## config.mk

```make
export PLATFORM = sky130hd
export DESIGN_NAME = hs_byte_engine
export DESIGN_NICKNAME = d
export VERILOG_FILES = /design/src/rtl/hsb_pkg.sv /design/src/rtl/hsb_sync.sv /design/src/rtl/hsb_shifter.sv /design/src/rtl/hsb_timer.sv /design/src/rtl/hs_byte_engine.sv
export SDC_FILE = /design/constraint.sdc
export NUM_CORES = 1
export LEC_CHECK = 0
export ABC_AREA = 1
export ABC_CLOCK_PERIOD_IN_PS = 4330
export BUFFER_PORTS_ARGS = -buffer_cell sky130_fd_sc_hd__buf_2
export CAP_MARGIN = 20
export CORE_MARGIN = 2
export CORE_UTILIZATION = 23
export DETAILED_ROUTE_END_ITERATION = 8
export SYNTH_ARGS = -nofsm -noshare
export SYNTH_HDL_FRONTEND = slang
export SYNTH_HIERARCHICAL = 1
export SYNTH_SLANG_ARGS = --single-unit
```

## constraint.sdc

```tcl
create_clock -name clk -period 4.33 [get_ports clk]
set_input_delay 0.433 -clock clk [delete_from_list [all_inputs] [get_ports clk]]
set_output_delay 0.433 -clock clk [all_outputs]
set_load 0.005 [all_outputs]
```

## src/rtl/hsb_pkg.sv

```systemverilog
package hsb_pkg;
  typedef enum logic [1:0] {
    ST_IDLE   = 2'd0,
    ST_ACK_LO = 2'd1,
    ST_ACK_HI = 2'd2
  } hsb_state_e;

  // mode field: bit 2 = shift out, bits 1:0 = external clock select
  localparam logic [2:0] MODE_OFF = 3'b000;
  localparam logic [2:0] MODE_TX  = 3'b111;
  localparam logic [2:0] MODE_RX  = 3'b011;
endpackage

```

## src/rtl/hsb_sync.sv

```systemverilog
module hsb_sync #(
  parameter int W = 1,
  parameter int STAGES = 2,
  parameter logic [W-1:0] RST_VAL = '0
) (
  input  logic         clk,
  input  logic         rst,
  input  logic [W-1:0] d,
  output logic [W-1:0] q
);
  logic [W-1:0] pipe [STAGES];

  always_ff @(posedge clk) begin
    if (rst) begin
      for (int i = 0; i < STAGES; i++) pipe[i] <= RST_VAL;
    end else begin
      pipe[0] <= d;
      for (int i = 1; i < STAGES; i++) pipe[i] <= pipe[i-1];
    end
  end

  assign q = pipe[STAGES-1];
endmodule

```

## src/rtl/hsb_shifter.sv

```systemverilog
module hsb_shifter #(
  parameter int DW = 8
) (
  input  logic          clk,
  input  logic          rst,
  input  logic          load,
  input  logic [DW-1:0] load_val,
  input  logic          en,
  input  logic          dir_out,
  input  logic          sclk_s,
  input  logic          sdin_s,
  output logic          sdout,
  output logic [DW-1:0] value
);
  logic [DW-1:0] sr;
  logic          sclk_q;
  logic          rise;

  assign rise = sclk_s & ~sclk_q;

  always_ff @(posedge clk) begin
    if (rst) begin
      sr     <= '0;
      sclk_q <= 1'b0;
    end else begin
      sclk_q <= sclk_s;
      if (load) begin
        sr <= load_val;
      end else if (en && rise) begin
        sr <= {sr[DW-2:0], (dir_out ? 1'b0 : sdin_s)};
      end
    end
  end

  assign sdout = sr[DW-1];
  assign value = sr;
endmodule

```

## src/rtl/hsb_timer.sv

```systemverilog
module hsb_timer #(
  parameter int CW = 16
) (
  input  logic          clk,
  input  logic          rst,
  input  logic          clear,
  input  logic          run,
  input  logic [CW-1:0] limit,
  output logic          expired
);
  logic [CW-1:0] cnt;
  logic [CW:0]   next_cnt;

  assign next_cnt = {1'b0, cnt} + 1'b1;
  assign expired  = run && (next_cnt >= {1'b0, limit});

  always_ff @(posedge clk) begin
    if (rst || clear) begin
      cnt <= '0;
    end else if (run && !expired) begin
      cnt <= next_cnt[CW-1:0];
    end
  end
endmodule

```

## src/rtl/hs_byte_engine.sv

```systemverilog
module hs_byte_engine
  import hsb_pkg::*;
#(
  parameter int DW = 8,
  parameter int TMO_W = 16,
  parameter int SYNC_STAGES = 2
) (
  input  logic             clk,
  input  logic             rst,
  input  logic             req_valid,
  input  logic             req_send,
  input  logic [DW-1:0]    req_data,
  input  logic [TMO_W-1:0] tmo_limit,
  output logic             req_ready,
  output logic             done,
  output logic             done_err,
  output logic [DW-1:0]    done_data,
  output logic [2:0]       mode,
  output logic             hs_req_n,
  input  logic             hs_ack_n,
  input  logic             sh_clk,
  input  logic             sh_din,
  output logic             sh_dout
);
  hsb_state_e    st;
  logic          ack_s;
  logic [1:0]    ser_s;
  logic [DW-1:0] sr_val;
  logic          accept;
  logic          tmo_clear;
  logic          tmo_run;
  logic          tmo_exp;
  logic          ready_q, done_q, err_q, req_n_q;
  logic [DW-1:0] data_q;
  logic [2:0]    mode_q;

  hsb_sync #(.W(1), .STAGES(SYNC_STAGES), .RST_VAL(1'b1)) u_ack_sync (
    .clk(clk), .rst(rst), .d(hs_ack_n), .q(ack_s)
  );

  hsb_sync #(.W(2), .STAGES(SYNC_STAGES), .RST_VAL(2'b00)) u_ser_sync (
    .clk(clk), .rst(rst), .d({sh_clk, sh_din}), .q(ser_s)
  );

  assign accept = (st == ST_IDLE) && req_valid;

  hsb_shifter #(.DW(DW)) u_shift (
    .clk(clk), .rst(rst),
    .load(accept),
    .load_val(req_send ? req_data : '0),
    .en(st == ST_ACK_LO),
    .dir_out(mode_q[2]),
    .sclk_s(ser_s[1]),
    .sdin_s(ser_s[0]),
    .sdout(sh_dout),
    .value(sr_val)
  );

  assign tmo_clear = accept || ((st == ST_ACK_LO) && !ack_s);
  assign tmo_run   = ((st == ST_ACK_LO) && ack_s) || ((st == ST_ACK_HI) && !ack_s);

  hsb_timer #(.CW(TMO_W)) u_tmo (
    .clk(clk), .rst(rst), .clear(tmo_clear), .run(tmo_run),
    .limit(tmo_limit), .expired(tmo_exp)
  );

  always_ff @(posedge clk) begin
    if (rst) begin
      st      <= ST_IDLE;
      ready_q <= 1'b1;
      done_q  <= 1'b0;
      err_q   <= 1'b0;
      req_n_q <= 1'b1;
      data_q  <= '0;
      mode_q  <= MODE_OFF;
    end else begin
      done_q <= 1'b0;
      err_q  <= 1'b0;
      unique case (st)
        ST_IDLE: begin
          if (req_valid) begin
            st      <= ST_ACK_LO;
            ready_q <= 1'b0;
            req_n_q <= 1'b0;
            mode_q  <= req_send ? MODE_TX : MODE_RX;
          end
        end
        ST_ACK_LO: begin
          if (!ack_s) begin
            req_n_q <= 1'b1;
            st      <= ST_ACK_HI;
          end else if (tmo_exp) begin
            req_n_q <= 1'b1;
            done_q  <= 1'b1;
            err_q   <= 1'b1;
            ready_q <= 1'b1;
            st      <= ST_IDLE;
          end
        end
        ST_ACK_HI: begin
          if (ack_s) begin
            done_q  <= 1'b1;
            data_q  <= sr_val;
            ready_q <= 1'b1;
            st      <= ST_IDLE;
          end else if (tmo_exp) begin
            done_q  <= 1'b1;
            err_q   <= 1'b1;
            ready_q <= 1'b1;
            st      <= ST_IDLE;
          end
        end
        default: st <= ST_IDLE;
      endcase
    end
  end

  assign req_ready = ready_q;
  assign done      = done_q;
  assign done_err  = err_q;
  assign done_data = data_q;
  assign mode      = mode_q;
  assign hs_req_n  = req_n_q;
endmodule

```

**Yosys cells after proc, flatten, opt, wreduce, memory -nomap -nowiden**

Memories as Yosys holds them, arrays and structs flattened.
Cells that the tools add are included.

- Register bits: 42
- Memory bits (writable): 6
- Input bits: 31
- Word-level logic and storage cells: 76
- Memories kept: 2

- Add/subtract/negate cells: 1
- Order comparisons: 1
- Equal/unequal tests: 5
- Multiplexer cells: 31
- Bitwise operators: 6
- Reduce and logical (&&, ||, !) cells: 20

Memory list:

| name | words | bits a word | rd ports | clocked after Yosys merged registers in | wr ports | RTL line | RTL |
|---|---|---|---|---|---|---|---|
| u_ser_sync.pipe | 2 | 2 | 2 | 0 | 2 | hsb_sync.sv:11 | `logic [W-1:0] pipe [STAGES];` |
| u_ack_sync.pipe | 2 | 1 | 2 | 0 | 2 | hsb_sync.sv:11 |  |

Operator list:

| kind | number |
|---|---|
| two-way mux 8 bit | 3 |
| adder 16 x 1 -> 17 bit (second input constant) | 1 |
| greater-or-equal comparator 17 x 16 -> 1 bit | 1 |
| two-way mux 1 bit | 16 |
| two-way mux 2 bit | 6 |
| logical AND 1 bit | 7 |
| case mux 1 bit (2 select lines) | 3 |
| case mux 2 bit (3 select lines) | 1 |
| AND reduction 3 bit | 2 |
| inequality test 2 bit (second input constant) | 2 |
| OR 1 bit | 4 |
| AND reduction 2 bit | 2 |
| nonzero test 2 bit | 2 |
| logical OR 1 bit | 3 |
| two-way mux 3 bit | 1 |
| inequality test 3 x 2 -> 1 bit (second input constant) | 1 |
| case mux 1 bit (3 select lines) | 1 |
| nonzero test 3 bit | 1 |
| == test 2 x 1 -> 1 bit (second input constant) | 1 |
| == test 2 bit (second input constant) | 1 |
| logical NOT 1 bit | 2 |
| logical NOT 2 bit | 1 |
| bitwise AND 1 bit | 1 |
| inverter 1 bit | 1 |

**Longest topological paths before layout**

Gate-level depths: netlist (run 1).

- Depth in word-level cells: 7
- Gate-level depth with buffers: 24

**Cells and area by module**

Netlist (run 1), hierarchy kept.

By module, submodules not included:

| module | times used | cells an instance | area each (um2) | seq. area each (um2) |
|---|---|---|---|---|
| hsb_timer | 1 | 271 | 1,592.8 | 320.3 |
| hs_byte_engine | 1 | 118 | 815.8 | 320.3 |
| hsb_shifter | 1 | 70 | 494.2 | 180.2 |
| hsb_sync (u_ser_sync) | 1 | 14 | 125.1 | 80.1 |
| hsb_sync (u_ack_sync) | 1 | 7 | 58.8 | 40.0 |

**Worst setup path after synthesis (run 1)**

OpenSTA, ideal clock, no wires.

- Path type: flip-flop to flip-flop
- From: register u_tmo.cnt[0]
- To: register st[0]
- Arrival: 2.709 ns
- Required time: 4.260 ns
- Setup slack: 1.551 ns
- Cell stages (with the launch flop): 25
- Path buffers: 0
- Cell sequence: dfxtp_1 > ha_1 > nand2_2 > nor2_4 > inv_1 > nor2_1 > nand4_1 > xor2_1 > inv_1 > ha_1 > nand2_1 > nor2_1 > nand2_1 > nor2_1 > nor2_1 > nor2_1 > nor2_1 > nand2_1 > nand2_1 > inv_1 > nor2_1 > nand2_1 > nand2_1 > nand2_1 > a21oi_1

- Word-level cells in the longest chain between the ends: 6
- Elaborated cells on any way between the ends: 7
- Classes of those cells: add/sub: 1; order compare: 1; mux: 4; reduce/logical: 1

Ends and longest elaborated chain:

| element | RTL line | RTL |
|---|---|---|
| start, declared | hsb_timer.sv:11 | `logic [CW-1:0] cnt;` |
| start signal, assigned | hsb_timer.sv:21 | `cnt <= next_cnt[CW-1:0];` |
| adder 16 x 1 -> 17 bit (*) | hsb_timer.sv:14 | `assign next_cnt = {1'b0, cnt} + 1'b1;` |
| via u_tmo.next_cnt[14] | hsb_timer.sv:12 | `logic [CW:0] next_cnt;` |
| greater-or-equal comparator 17 x 16 -> 1 bit (*) | hsb_timer.sv:15 | `assign expired = run && (next_cnt >= {1'b0, limit});` |
| logical AND 1 bit (*) | hsb_timer.sv:15 |  |
| via tmo_exp | hs_byte_engine.sv:32 | `logic tmo_exp;` |
| two-way mux 2 bit (*) | n/a |  |
| two-way mux 2 bit, on equally long branches | n/a |  |
| case mux 2 bit (3 select lines) (*) | n/a |  |
| end signal, assigned | hs_byte_engine.sv:69 | `st <= ST_IDLE;` |
| end signal, assigned | hs_byte_engine.sv:82 | `st <= ST_ACK_LO;` |
| end signal, assigned | hs_byte_engine.sv:91 | `st <= ST_ACK_HI;` |
| end, declared | hs_byte_engine.sv:25 | `hsb_state_e st;` |

The timed path passes the listed nets; every way through them passes the cells marked *.
A chain may end at the register's enable or synchronous reset.

**Worst setup path after layout (run 1)**

Ends and elaborated chain as after synthesis.

==> results.cfg, run 1 <==
[run_status]
outcome = finished clean

[worst_setup_path]
critPathKind = flop to flop
worstPathMaxFanout = 7
max_stage_delay_ns = 0.42
crit_path_end_kind = flop
r2r-start = u_tmo/cnt[0]
crit_family = simple AND/OR/NAND/NOR gates
critPathRequiredTime_ns = 4.54
cp-startpoint = u_tmo/cnt[0]
startpoint_type = flop
slowest_stage = dfxtp_1
critPathBufInv = 3
crit_chain = ha_1, nand2_2, nor2_4, inv_1, nor2_1, nand4_1, xor2_1, inv_1, ha_1, nand2_1, nor2_1, nand2_1, nor2_1, nor2_1, nor2_1, nor2_1, nand2_1, nand2_1, inv_1, nor2_1, nand2_1, nand2_1, nand2_1, a21oi_1
cp.arrival_ns = 3.44

[clock_tree]
htree_levels = 2
cts_sinks = 47
root_buffer = clkbuf_16
hold_buffers = 0
insertion_delay_ns = 0.28
cts_resized = 0
cts_setup_buffers = 0
cts_buffer_depth = 2
cts_tree = built
path_clk_slew_ns = 0.07
numCtsBuffers = 5

[route]
avgViaCountPerCell = 3.96
vias = 2766
drt_iter0_drc = 114
drt_wl_total_um = 6850
drc = 0
ant_nets = 0
dr.pass1.iters = 4
detail_route.wl_per_cell_um = 9.82

[global_routing]
gr-total-overflow = 0
grt_pass1_wl_um = 12000
grt.total_usage_pct = 10.2
grt_antenna_before_repair = 0
grt_max_degree = 28
grt_pass1_vias = 2686

[sta]
fin_skew_ns = 0.00688
fin_crit_sh_pct = 74.5
fin_hold_ws_ns = 0.322
finalSetupViolCount = 0
worst_pin_slew_ns = 0.651
finalHoldViolCount = 0
slew_violations = 0
max-slew-margin-rel_pct = 56.5
finalSetupTns_ns = 0
fin_crit_ns = 3.22
max_clock_freq_ghz = 0.310
rsz0062_at_grt = false

[floorplanning]
die_w_um = 120
core_region_area_um2 = 13200
die_area_um2 = 14400
die_y_um = 120
ios = 47
row_count = 42
start_util_pct = 23.4

[cells_and_area]
final_cells = 698
area_growth_pct = 16.3
drive_gt1_share_pct = 15.1
nets = 574
fin_area_um2 = 3590
final_cell_mix = nand2_1, inv_1, nor2_1
final_common_cell = nand2_1
diodes = 0
utilization_pct = 27.2

[synth]
ys_warn_count = 6
synthTopCellsByArea = dfxtp_1, nand2_1, inv_1
syn_inst = 480
syn_area_per_cell_um2 = 6.43
syn-cell-area_um2 = 3090
ys_types = 33
syn_nets = 533
synth_top_area_cell = dfxtp_1
yosysTopAreaCellShare_pct = 30.5
ys_seq_area_share_pct = 30.5
ys_ff_latch = 47

[place]
dpl-instance-area_um2 = 3450
dp_hpwl_um = 5270
dp_cells = 690
gp_congestion = 0.887
placement.io_buffers = 46

[job]
max-cap-violations = 0

[hold_path]
min_from = hs_ack_n
hp-class = input port to flop

[power_and_ir_drop]
pwr_density_cell_nw_per_um2 = 293
vdd_drop_max_v = 0.000163
power.leakage_nw = 1.96
## worst paths after layout
| kind | depth (start not counted) | slack, ns | to |
|---|---|---|---|
| worst min register to register | 2 | 0.40 | u_ser_sync/pipe[0][3] |
| worst max register to register | 24 | 1.11 | st[0] |
| worst max-delay path | 24 | 1.11 | st[0] |
| worst min-delay path | 3 | 0.32 | u_ack_sync/pipe[0][0] |
## power by group
group	leakage [nW]	total (W)	switching (W)	internal, W
sequential	0.383	0.000475	0.0000196	0.000455
clock	0.0669	0.000374	0.000161	0.000213
combinational	1.51	0.000202	0.000126	0.0000757
## metrics by stage
step,setup slack [ns],total power (W)
2_1_floorplan,1.55,0.000640
3_3_place_gp,1.18,0.000686
3_5_place_dp,1.13,0.000688
4_1_cts,1.12,0.00107
5_1_grt,0.611,0.00113
6_report,1.11,0.00105
## kinds of logic (layout without fill, tap and decap cells)
kind of cell / count (synthesis) / after routing / synth area share [%]
and+or+nand+nor: 255 / 255 / 35.5
buffers and inverters: 107 / 149 / 15.1
DFF: 47 / 47 / 30.5
AOI/OAI and AO/OA: 38 / 38 / 6.89
adders and majority gates: 22 / 22 / 8.92
xor gates and xnor gates: 11 / 11 / 3.12
## synth_stat cells, drive strengths merged
library cell / n
dfxtp: 47
nand3: 19
o221ai: 1
o21bai: 1
clkinv: 1
nor2: 89
ha: 22
nor3: 2
o21ai: 19
clkbuf: 4
buf: 9
nand3b: 2
inv: 93
xor2: 11
a21oi: 15
nand2: 135
a21o: 2
nand4: 8
## final cells by class
cell class,count,area (µm²)
Fill cell,1497,9600
Multi-Input combinational cell,326,1680
Sequential cell,47,941
Inverter,94,365
Timing Repair Buffer,47,241
Tap cell,176,220
Clock buffer,6,129
Clock inverter,2,12.5
## sequential cells by signal, indices dropped and copies added, names as in the netlist, 2 cells and up
register	cells
mode	2
u_shift/value	8
st	2
u_ack_sync/pipe	2
done_data	8
u_tmo/cnt	16
u_ser_sync/pipe	4
## per-layer routing
metal  share of wire (%)  wire length [µm]  global-route usage, %  up-vias
li1                    -                 -                      -     1529
met1                  50              3420                   13.2     1177
met2                  44              3020                   16.9       56
met3                 5.3               366                   2.28        4
met4                0.67                46                   2.87        0
met5                   0                 0                      0        -
## tightest hold or removal path, cell delays in order
cell,delay (ns)
buf_2,0.08
inv_1,0.03
nand2_1,0.04
(Power assumes the default switching activity.)
==> inputs of run 2 (changes only) <==
Settings changed: ABC_CLOCK_PERIOD_IN_PS 4330 to 2700.
Clock period 4.33 ns to 2.7 ns, I/O delays scaled along.
==> results.cfg, run 2 (same netlist as run 1, synthesis figures left out) <==
[clock_tree]
cts_buffer_depth = 2
insertion_delay_ns = 0.29
hold_buffers = 0
cts_tree = built
htree_levels = 2
numCtsBuffers = 5
cts_sinks = 47
root_buffer = clkbuf_16
path_clk_slew_ns = 0.07

[sta]
finalSetupTns_ns = -0.00348
fin_crit_sh_pct = 100
finalSetupViolCount = 1
setup_ws_ns = -0.00348
worst_pin_slew_ns = 0.452
max-slew-margin-rel_pct = 69.8
fin_crit_ns = 2.70
slew_violations = 0
fin_hold_ws_ns = 0.149
fin_skew_ns = 0.00651
finalHoldViolCount = 0
max_clock_freq_ghz = 0.370
rsz0062_at_grt = true

[worst_setup_path]
cp.arrival_ns = 2.87
slowest_stage = dfxtp_2
worstPathMaxFanout = 7
critPathKind = flop to flop
cpMostUsedCell = nand2_1
crit_chain = ha_4, nand2_4, nor2_4, buf_12, nand2_4, xor2_4, inv_1, ha_1, nand2_1, nor2_2, nand2_1, nor2_1, nor2_1, nor2_1, nor2_2, nand2_1, nand2_2, inv_4, nor2_2, nand2_1, nand2_1, nand2_1, a21oi_2
max_stage_delay_ns = 0.36
startpoint_type = flop
critPathRequiredTime_ns = 2.86
crit_path_end_kind = flop

[cells_and_area]
largest_reg_flops = 16
final_cell_mix = nand2_1, inv_1, nor2_1
diodes = 0
drive_gt1_share_pct = 24.8
final_cells = 721
final_common_cell = nand2_1
top_register = u_tmo/cnt
nets = 597
area_growth_pct = 28.0

[floorplanning]
die_y_um = 120
core_region_area_um2 = 13200
die_area_um2 = 14400
row_count = 42
die_w_um = 120
ios = 47
start_util_pct = 23.4

[route]
detail_route.wl_per_cell_um = 9.79
drt_wl_total_um = 7060
ant_nets = 0
vias = 2812
drc = 0
drt_iter0_drc = 87
dr.pass1.iters = 4
avgViaCountPerCell = 3.90

[global_routing]
grt.total_usage_pct = 10.2
grt_pass1_wl_um = 12100
grt_pass1_vias = 2715
gr-total-overflow = 0
grt_antenna_before_repair = 0
grt_max_degree = 28

[job]
max-cap-violations = 0

[place]
dp_hpwl_um = 5280
gp_congestion = 0.803
pre_cts_slack_ns = -0.224
placement.io_buffers = 46
dp_cells = 709

[hold_path]
hp-class = input port to flop

[run_status]
outcome = finished, violations left
violations = setup timing

[power_and_ir_drop]
pwr_density_cell_nw_per_um2 = 446
power.leakage_nw = 2.11
vdd_drop_max_v = 0.000292
## run 2: cell types whose count changed in the layout (fill, tap and decap cells not counted), sizes merged
cell / previous run / this run
clkinv: 2 / 3
buf: 47 / 70
clkinvlp: 1 / 0
## run 2: cell type report
| cell class | instances | area [µm²] |
|---|---|---|
| multi-input combinational | 326 | 1830 |
| inverter | 94 | 368 |
| fill | 1480 | 9240 |
| timing repair buffer | 70 | 435 |
| sequential | 47 | 947 |
| tap | 176 | 220 |
| clock inverter | 2 | 17.5 |
| clock buffer | 6 | 129 |
## run 2: final timing paths
path                         start               endpoint  slack, ns  cells after the start
max                   u_tmo/cnt[0]                  st[0]     -0.003                     23
min                       hs_ack_n  u_ack_sync/pipe[0][0]       0.15                      3
max reg2reg           u_tmo/cnt[0]                  st[0]     -0.003                     23
min reg2reg  u_ser_sync/pipe[0][1]  u_ser_sync/pipe[0][3]       0.40                      2
## run 2: through the flow
step / utilization (%) / power (W) / cell area [µm²]
after CTS: 29.3 / 0.00176 / 3870
final: 29.9 / 0.00176 / 3950
after floorplan: - / 0.00103 / 3090
after global routing: 29.9 / 0.00188 / 3950
after global placement: 27.4 / 0.00112 / 3620
after detailed placement: 27.4 / 0.00112 / 3620
## run 2: worst max-delay path: cells and delay by family, from the launching register on
family / cells / cell delay (ns)
AOI/OAI and AO/OA: 1 / 0.05
buffers and inverters: 3 / 0.28
adders and majority gates: 2 / 0.43
xor gates and xnor gates: 1 / 0.18
and+or+nand+nor: 16 / 1.28
DFF: 1 / 0.36
## run 2: per-layer routing
layer	vias up	GRT usage [%]	routed length, µm
met2	47	16.9	3090
met5	-	0	0
met1	1186	13.5	3560
met3	9	2.47	343
met4	0	2.35	72
li1	1570	-	-
## run 2: timing repair
item	CTS	global route
buffers inserted	3	1
resized for setup	18	21
pin swaps	16	20
gates cloned	0	0
setup endpoints to repair	22	22
## run 2: report_power, final
group | internal (W) | total [W] | switching, W | leakage [nW]
Clock | 0.000347 | 0.000621 | 0.000274 | 0.0710
Combinational | 0.000156 | 0.000378 | 0.000221 | 1.65
Sequential | 0.000731 | 0.000763 | 0.0000319 | 0.386
==> inputs of run 3 (changes only) <==
Settings changed: CORE_ASPECT_RATIO set to 0.5.
==> results.cfg, run 3 (same netlist as run 1, synthesis figures left out) <==
[worst_setup_path]
crit_path_end_kind = flop
worstPathMaxFanout = 8
max_stage_delay_ns = 0.37
critPathRequiredTime_ns = 2.92
crit_chain = ha_4, nand2_4, nor2_4, inv_2, nor2_4, nand4_1, xor2_1, inv_1, ha_4, nand2_4, nor2_4, nand2_2, buf_4, buf_4, o21bai_1, nand2_1, nand4_4, clkbuf_16, nor2_1, nor2_1
slowest_stage = dfxtp_2
critPathBufInv = 5
crit_family = simple AND/OR/NAND/NOR gates
cp.arrival_ns = 2.99
startpoint_type = flop
critPathKind = flop to flop
cpMostUsedCell = nor2_4
r2r_setup_slack_ns = -0.06

[route]
avgViaCountPerCell = 4.13
drc = 0
dr.pass1.iters = 4
drt_iter0_drc = 118
vias = 3027
detail_route.wl_per_cell_um = 11.1
ant_nets = 0
drt_wl_total_um = 8130

[floorplanning]
die_area_um2 = 14400
ios = 47
core_region_area_um2 = 12900
die_y_um = 85.9
start_util_pct = 24.0
row_count = 29
die_w_um = 168

[clock_tree]
root_buffer = clkbuf_16
hold_buffers = 0
htree_levels = 2
cts_buffer_depth = 2
insertion_delay_ns = 0.29
path_clk_slew_ns = 0.07
cts_tree = built
numCtsBuffers = 5
cts_sinks = 47

[power_and_ir_drop]
pwr_density_cell_nw_per_um2 = 439
vdd_drop_max_v = 0.000182
power.leakage_nw = 2.22

[global_routing]
grt_max_degree = 22
grt_antenna_before_repair = 0
gr-total-overflow = 0
grt.total_usage_pct = 10.8
grt_pass1_wl_um = 12600
grt_pass1_vias = 2701

[cells_and_area]
ff_latch_area_um2 = 948
fill_cells = 1396
drive_gt1_share_pct = 31.6
fin_area_um2 = 4240
multi_input_area_um2 = 1950
area_growth_pct = 37.4
top_register = u_tmo/cnt
nets = 615
largest_reg_flops = 16
final_cell_mix = nand2_1, inv_1, nor2_1
final_common_cell = nand2_1
diodes = 0

[sta]
fin_skew_ns = 0.00374
max-slew-margin-rel_pct = 68.9
worst_pin_slew_ns = 0.467
finalSetupViolCount = 18
rsz0062_at_grt = true
slew_violations = 0
finalHoldViolCount = 0
fin_crit_ns = 2.76
fin_hold_ws_ns = 0.156
max_clock_freq_ghz = 0.362
setup_ws_ns = -0.0644
fin_crit_sh_pct = 102

[run_status]
violations = setup timing
outcome = finished, violations left

[place]
gp_congestion = 0.905
dpl-instance-area_um2 = 3670
placement.io_buffers = 46
dp_hpwl_um = 5850

[job]
max-cap-violations = 0

[hold_path]
hp-class = input port to flop
## run 3: cell count changes in the layout (fill, tap and decap cells not counted), moves of 3 or more
cell and delta:
buf_4 +13, buf_6 +3, inv_1 -3, inv_2 +3
nand2_1 -13, nand2_2 +8, nand2_4 +5, nor2_1 -4
## run 3: final cells by class
| class | count | share of cell area [%] |
|---|---|---|
| repair buffers | 88 | 14.4 |
| well taps | 170 | 5.02 |
| inverters | 94 | 8.68 |
| clock inverters | 2 | 0.384 |
| clock buffers | 6 | 3.04 |
| multi-input cells | 326 | 46.1 |
| flip-flops and latches | 47 | 22.4 |
## run 3: path summary, 6_finish.rpt
check	startpoint	end	cells past startpoint
max	u_tmo/cnt[1]	u_tmo/cnt[11]	20
min	hs_ack_n	u_ack_sync/pipe[0][0]	3
max reg2reg	u_tmo/cnt[1]	u_tmo/cnt[11]	20
min reg2reg	u_ser_sync/pipe[0][0]	u_ser_sync/pipe[0][2]	2
## run 3: stage by stage
step	worst slack (ns)	util, %	std cells	setup TNS, ns	total power [W]
2_1_floorplan	0.0374	-	480	0	0.00103
3_3_place_gp	-0.0248	28.5	711	-0.0388	0.00115
3_5_place_dp	-0.163	28.5	711	-0.399	0.00115
4_1_cts	-0.0209	30.5	726	-0.0317	0.00181
5_1_grt	-0.230	32.9	733	-3.37	0.00198
6_report	-0.0644	32.9	733	-0.618	0.00186
## run 3: report_power, final
| part | switching (W) | total, W | leakage [nW] | internal, W |
|---|---|---|---|---|
| combinational | 0.000261 | 0.000465 | 1.77 | 0.000204 |
| clock | 0.000290 | 0.000638 | 0.0675 | 0.000348 |
| sequential | 0.0000307 | 0.000761 | 0.386 | 0.000730 |
| total | 0.000581 | 0.00186 | 2.22 | 0.00128 |
## run 3: worst register-to-register path: cells and delay by family, from the launching register on
family	cells	cell delay (ns)
xor gates and xnor gates	1	0.16
and+or+nand+nor	11	1.02
adders and majority gates	2	0.44
buffers and inverters	5	0.61
DFF	1	0.37
AOI/OAI and AO/OA	1	0.11
## run 3: repair_timing
action                     4_1_cts  5_1_grt
buffers inserted                 7        6
hold endpoints to repair         0        0
gates resized for setup         14       61
cloned                           0        1
setup endpoints to repair        8       22
pin swaps                        6       28
## run 3: layer usage
| metal | part of all wire [%] | vias up | global-route usage, % |
|---|---|---|---|
| li1 | - | 1609 | - |
| met4 | 1.0 | 0 | 2.45 |
| met5 | 0 | - | 0 |
| met2 | 47 | 54 | 18.3 |
| met3 | 4.2 | 6 | 2.40 |
| met1 | 48 | 1358 | 14.2 |
